File: src/rtl/iop_pkg.sv
package iop_pkg;

  localparam int INSN_W = 16;

  typedef enum logic [3:0] {
    OP_LDI  = 4'h2,
    OP_IN   = 4'h6,
    OP_OUT  = 4'h7,
    OP_ANDI = 4'h8,
    OP_ORI  = 4'h9,
    OP_CALL = 4'hA,
    OP_RET  = 4'hB,
    OP_BZ   = 4'hC,
    OP_GOTO = 4'hE
  } opcode_e;

  // Gray sequence: one bit changes per step
  typedef enum logic [1:0] {
    PH_FETCH  = 2'b00,
    PH_DECODE = 2'b01,
    PH_EXEC   = 2'b11,
    PH_RETIRE = 2'b10
  } phase_e;

endpackage

File: src/rtl/iop_phase.sv
module iop_phase
  import iop_pkg::*;
(
  input  logic   clk,
  input  logic   rst_n,
  output phase_e phase
);

  phase_e phase_nx;

  always_comb begin
    unique case (phase)
      PH_FETCH:  phase_nx = PH_DECODE;
      PH_DECODE: phase_nx = PH_EXEC;
      PH_EXEC:   phase_nx = PH_RETIRE;
      default:   phase_nx = PH_FETCH;
    endcase
  end

  always_ff @(posedge clk) begin
    if (!rst_n) phase <= PH_FETCH;
    else        phase <= phase_nx;
  end

endmodule

File: src/rtl/iop_regfile.sv
module iop_regfile #(
  parameter int NREG = 4,
  parameter int DW   = 8,
  localparam int RW  = $clog2(NREG)
) (
  input  logic          clk,
  input  logic          rst_n,
  input  logic          wr_en,
  input  logic [RW-1:0] wr_sel,
  input  logic [DW-1:0] wr_val,
  input  logic [RW-1:0] rd_sel,
  output logic [DW-1:0] rd_val
);

  logic [DW-1:0] bank [NREG];

  for (genvar g = 0; g < NREG; g++) begin : g_reg
    always_ff @(posedge clk) begin
      if (!rst_n)                              bank[g] <= '0;
      else if (wr_en && wr_sel == RW'(g))      bank[g] <= wr_val;
    end
  end

  assign rd_val = bank[rd_sel];

endmodule

File: src/rtl/iop_retstack.sv
module iop_retstack #(
  parameter int DEPTH = 4,
  parameter int AW    = 12,
  localparam int SW   = $clog2(DEPTH)
) (
  input  logic          clk,
  input  logic          rst_n,
  input  logic          push,
  input  logic          pop,
  input  logic [AW-1:0] push_val,
  output logic [AW-1:0] top_val
);

  // DEPTH is a power of two so the pointer wraps naturally
  logic [AW-1:0] slot [DEPTH];
  logic [SW-1:0] wptr;
  logic [SW-1:0] tptr;

  assign tptr    = wptr - SW'(1);
  assign top_val = slot[tptr];

  always_ff @(posedge clk) begin
    if (!rst_n) begin
      wptr <= '0;
    end else if (push) begin
      slot[wptr] <= push_val;
      wptr       <= wptr + SW'(1);
    end else if (pop) begin
      wptr <= tptr;
    end
  end

endmodule

File: src/rtl/iop_core.sv
module iop_core
  import iop_pkg::*;
#(
  parameter int PC_W        = 12,
  parameter int DW          = 8,
  parameter int NREG        = 4,
  parameter int STACK_DEPTH = 4,
  localparam int RW         = $clog2(NREG)
) (
  input  logic              clk,
  input  logic              rst_n,
  output logic [PC_W-1:0]   rom_addr,
  input  logic [INSN_W-1:0] rom_data,
  output logic [7:0]        io_addr,
  output logic [DW-1:0]     io_wdata,
  input  logic [DW-1:0]     io_rdata,
  output logic              io_rd,
  output logic              io_wr
);

  phase_e            phase;
  logic [INSN_W-1:0] ir;
  logic [PC_W-1:0]   pc;
  logic [PC_W-1:0]   pc_nx;
  logic [PC_W-1:0]   pc_inc;
  logic [PC_W-1:0]   ret_top;
  logic              zflag;
  logic [3:0]        op;
  logic [RW-1:0]     rsel;
  logic [DW-1:0]     imm;
  logic [DW-1:0]     rval;
  logic [DW-1:0]     wval;
  logic [DW-1:0]     and_res;
  logic              rwe;
  logic              in_exec;
  logic              in_retire;

  iop_phase u_phase (
    .clk   (clk),
    .rst_n (rst_n),
    .phase (phase)
  );

  assign op        = ir[15:12];
  assign rsel      = ir[8 +: RW];
  assign imm       = ir[DW-1:0];
  assign in_exec   = (phase == PH_EXEC);
  assign in_retire = (phase == PH_RETIRE);
  assign and_res   = rval & imm;
  assign pc_inc    = pc + PC_W'(1);

  always_comb begin
    rwe  = 1'b0;
    wval = rval;
    unique case (op)
      OP_LDI:  begin rwe = 1'b1; wval = imm;        end
      OP_IN:   begin rwe = 1'b1; wval = io_rdata;   end
      OP_ANDI: begin rwe = 1'b1; wval = and_res;    end
      OP_ORI:  begin rwe = 1'b1; wval = rval | imm; end
      default: ;
    endcase
  end

  iop_regfile #(.NREG(NREG), .DW(DW)) u_regs (
    .clk    (clk),
    .rst_n  (rst_n),
    .wr_en  (in_exec && rwe),
    .wr_sel (rsel),
    .wr_val (wval),
    .rd_sel (rsel),
    .rd_val (rval)
  );

  iop_retstack #(.DEPTH(STACK_DEPTH), .AW(PC_W)) u_stack (
    .clk      (clk),
    .rst_n    (rst_n),
    .push     (in_retire && op == OP_CALL),
    .pop      (in_retire && op == OP_RET),
    .push_val (pc_inc),
    .top_val  (ret_top)
  );

  always_comb begin
    unique case (op)
      OP_GOTO, OP_CALL: pc_nx = ir[PC_W-1:0];
      OP_RET:           pc_nx = ret_top;
      OP_BZ:            pc_nx = zflag ? pc + ir[PC_W-1:0] : pc_inc;
      default:          pc_nx = pc_inc;
    endcase
  end

  always_ff @(posedge clk) begin
    if (!rst_n) begin
      ir    <= '0;
      pc    <= '0;
      zflag <= 1'b0;
    end else begin
      if (phase == PH_FETCH)        ir    <= rom_data;
      if (in_exec && op == OP_ANDI) zflag <= (and_res == '0);
      if (in_retire)                pc    <= pc_nx;
    end
  end

  assign rom_addr = pc;
  assign io_addr  = ir[7:0];
  assign io_wdata = rval;
  assign io_rd    = in_exec && (op == OP_IN);
  assign io_wr    = in_exec && (op == OP_OUT);

endmodule

File: config.mk
export PLATFORM = sky130hd
export DESIGN_NAME = iop_core
export DESIGN_NICKNAME = d
export VERILOG_FILES = /design/src/rtl/iop_pkg.sv /design/src/rtl/iop_phase.sv /design/src/rtl/iop_regfile.sv /design/src/rtl/iop_retstack.sv /design/src/rtl/iop_core.sv
export SDC_FILE = /design/constraint.sdc
export NUM_CORES = 1
export LEC_CHECK = 0
export CORE_ASPECT_RATIO = 0.8
export CORE_MARGIN = 4
export CORE_UTILIZATION = 52
export DETAILED_ROUTE_END_ITERATION = 8
export PLACE_DENSITY = 0.74
export SYNTH_ARGS = -nofsm -noshare
export SYNTH_HDL_FRONTEND = slang
export SYNTH_HIERARCHICAL = 1
export SYNTH_SLANG_ARGS = --single-unit
File: constraint.sdc
create_clock -name clk -period 4.1 [get_ports clk]
set_input_delay 1.025 -clock clk [delete_from_list [all_inputs] [get_ports clk]]
set_output_delay 1.025 -clock clk [all_outputs]
set_load 0.05 [all_outputs]
==> results.yml <==
drt:
  routed_wire_length_per_instance_um: 21.0
  drt_first_iter_violations: 613
  number_of_remaining_drc_errors: 0
  via_per_inst: 6.46
  detail_route.wirelength_mm: 15.6
  drt_first_pass_iters: 5
  route.vias.total: 4809
  post_route_antenna_net_violation_count: 0
place:
  dpl_cell_area_sq_um: 6680
  worst_slack_placed_ns: 0.948
  post-dp-hpwl_mm: 11.1
  globalplace.congestion: 0.950
  buffer_ports.inserted: 55
die:
  fp.dieArea_sq_um: 13500
  core_area_sq_um: 11100
  dieHeight_um: 105
  die_x_um: 129
  starting_utilization_of_the_core_area_pct: 54.4
  design.portCount: 56
  floorplan.rows: 34
clock_network:
  cts.htree.levels: 4
  cts_tree: "built"
  maximum_clock_insertion_buffer_count: 2
  cts_inserted_buffers: 17
  resized_after_cts: 0
  clk_latency_ns: 0.41
  clock-sinks: 113
  post_cts_buffers: 0
  path_clk_slew_ns: 0.05
  cts_hold_buffers: 0
  cts-root-buf: "clkbuf_16"
setup_path:
  timing.critical_path.from_type: "flip-flop"
  critPathArrivalTime_ns: 2.58
  criticalPathCategory: "reg2out"
  critPathCaptureType: "primary output"
  timing.critical_path.required_ns: 3.07
  path_max_fanout: 12
  crit_path_max_incr_delay_ns: 0.73
  critical_path.cell_chain: "buf_4 -> mux4_2 -> clkdlybuf4s50_1"
  critPathTopFamily: "buffers and inverters"
  worstPathBufferInverterCount: 2
  crit_path_top_delay_cell: "clkdlybuf4s50_1"
global_routing:
  grt-ovfl-total: 0
  initial_antenna_violation_count: 0
  grt_use_total_pct: 23.8
  first_global_vias: 4623
  wire_length_of_the_first_global_routing_pass_mm: 24.8
  grt_start_max_net_pins: 37
layout:
  syn_to_final_growth_pct: 19.7
  layout.nets: 631
  final_cell_area_sq_um: 7250
  diodes: 0
  post_route_cells_drive_above_1_share_pct: 12.0
synth:
  number_of_synthesized_flops_with_an_enable_pin: 80
  synthArstFlopShare_pct: 0
  synth_area_sq_um: 6060
  postSynthAreaPerCell_sq_um: 11.4
  yosysWarningCount: 6
  synthFlopType: "edfxtp_1"
  synthMuxAreaShare_pct: 7.68
  synth-compound-area-share_pct: 15.1
  post_synth_fa_ha_maj_area_fraction_pct: 3.63
  share_of_synthesized_cell_area_in_and_or_nand_and_nor_gates_pct: 16.6
  ys_top_cells_by_count: "edfxtp_1 (80), nand2_1 (55), and2_1 (36)"
  post_synth_num_cell_types: 66
  synthesis.instances: 533
  yosys.area_share.xor_xnor_pct: 2.31
  yosys.area.top_type: "edfxtp_1"
  synth_most_common_cell: "edfxtp_1"
  ys_top_cells_by_area: "edfxtp_1 (40%), dfxtp_1 (11%), mux4_2 (5.9%)"
  synth_top_family_by_area: "simple AND/OR/NAND/NOR gates"
  yosysSeqAreaShare_pct: 50.5
  synth_top_area_share_pct: 39.6
  ys_seq_elements: 113
  synthesized_net_count: 576
timing:
  post-route-worst-setup-slack_ns: 0.496
  worst_clock_skew_ns: 0.00823
  max-slew-margin-rel_pct: 18.1
  timing_max_transition_violations_final: 0
  timing.setup.tns_ns: 0
  tightest_slew_ns: 1.22
  max_clock_freq_mhz: 277
  period_needed_ns: 3.60
  timing_hold_violations_final: 0
  setup_repair_after_global_routing_missed_its_margin: "false"
  final.period_utilization_pct: 87.9
  finalSetupViolCount: 0
pwr:
  totalPowerFinal_w: 0.00305
  power-per-cell-area_nw_per_um2: 420
  peakVddDrop_uv: 301
  static_leakage_nw: 2.58
min_path:
  min-delay-path-class: "reg2reg"
outcome:
  status: "finished clean"
run:
  max-cap-violations: 0
-- placed cells by master (no fill, tap or decap), types with 9 or more instances in the layout --
cell type and instances:
a21boi_0 17, a21oi_1 31, a22oi_1 15, and2_1 36
buf_4 9, clkbuf_16 17, clkdlybuf4s50_1 55, dfxtp_1 33
edfxtp_1 80, ha_1 16, inv_1 20, mux4_2 16
nand2_1 55, nand2b_1 12, nand3_1 10, nor2_1 17
nor3_1 15, o21ai_0 24, xor2_1 9
-- logic make-up after synthesis --
group,after synthesis
AO/OA/AOI/OAI,134
XOR/XNOR,16
adder cells (fa/ha/maj),17
buffers and inverters,49
flip-flops,113
multiplexers,20
AND/OR/NAND/NOR,184
-- sequential cells by signal, indices dropped and copies added (netlist names) --
signal         flops
rom_addr          12
zflag              1
u_stack/wptr       2
u_phase/phase      2
u_regs/bank       32
u_stack/slot      48
ir                16
-- layer usage --
layer  up-vias  part of all wire [%]  global-route usage, %
met1      2359                    44                   34.9
li1       2131                     -                      -
met5         -                     0                      0
met3        26                   9.6                   6.22
met4         0                   1.4                   7.35
met2       293                    45                   34.7
-- report_power, final --
group / switching, W / leakage [nW] / total (W) / internal (W)
sequential: 0.0000469 / 1.02 / 0.00130 / 0.00125
clock: 0.000520 / 0.272 / 0.00141 / 0.000885
combinational: 0.000215 / 1.28 / 0.000346 / 0.000131
total: 0.000782 / 2.58 / 0.00305 / 0.00227
-- metrics by stage --
step	hold slack [ns]	std cells	util, %
6_report	0.507	745	65.1
5_1_grt	0.522	745	65.1
4_1_cts	0.506	745	65.1
3_5_place_dp	0.498	713	60.0
3_3_place_gp	0.493	713	60.0
2_1_floorplan	0.455	533	-
-- worst register-to-register path, stage by stage, from the launching register on --
cell	delay, ns
dfxtp_1	0.50
nand2b_1	0.48
nor3_1	0.74
and3_1	0.72
-- final cells by class --
class	instances	area (sq um)
Multi-Input combinational cell	371	2740
Clock buffer	17	425
Sequential cell	113	3060
Fill cell	862	3890
Inverter	21	78.8
Timing Repair Buffer	64	618
Tap cell	144	180
Clock inverter	15	144
-- final timing paths --
kind | start | endpoint | slack, ns | cells after the start
setup reg to reg | u_phase/phase[1] | u_stack/slot[3][7] | 1.30 | 3
hold reg to reg | ir[11] | ir[11] | 0.51 | 2
setup / recovery | ir[8] | io_wdata[1] | 0.50 | 3
hold / removal | ir[11] | ir[11] | 0.51 | 2
No activity file was read; power rests on OpenSTA's default activity.
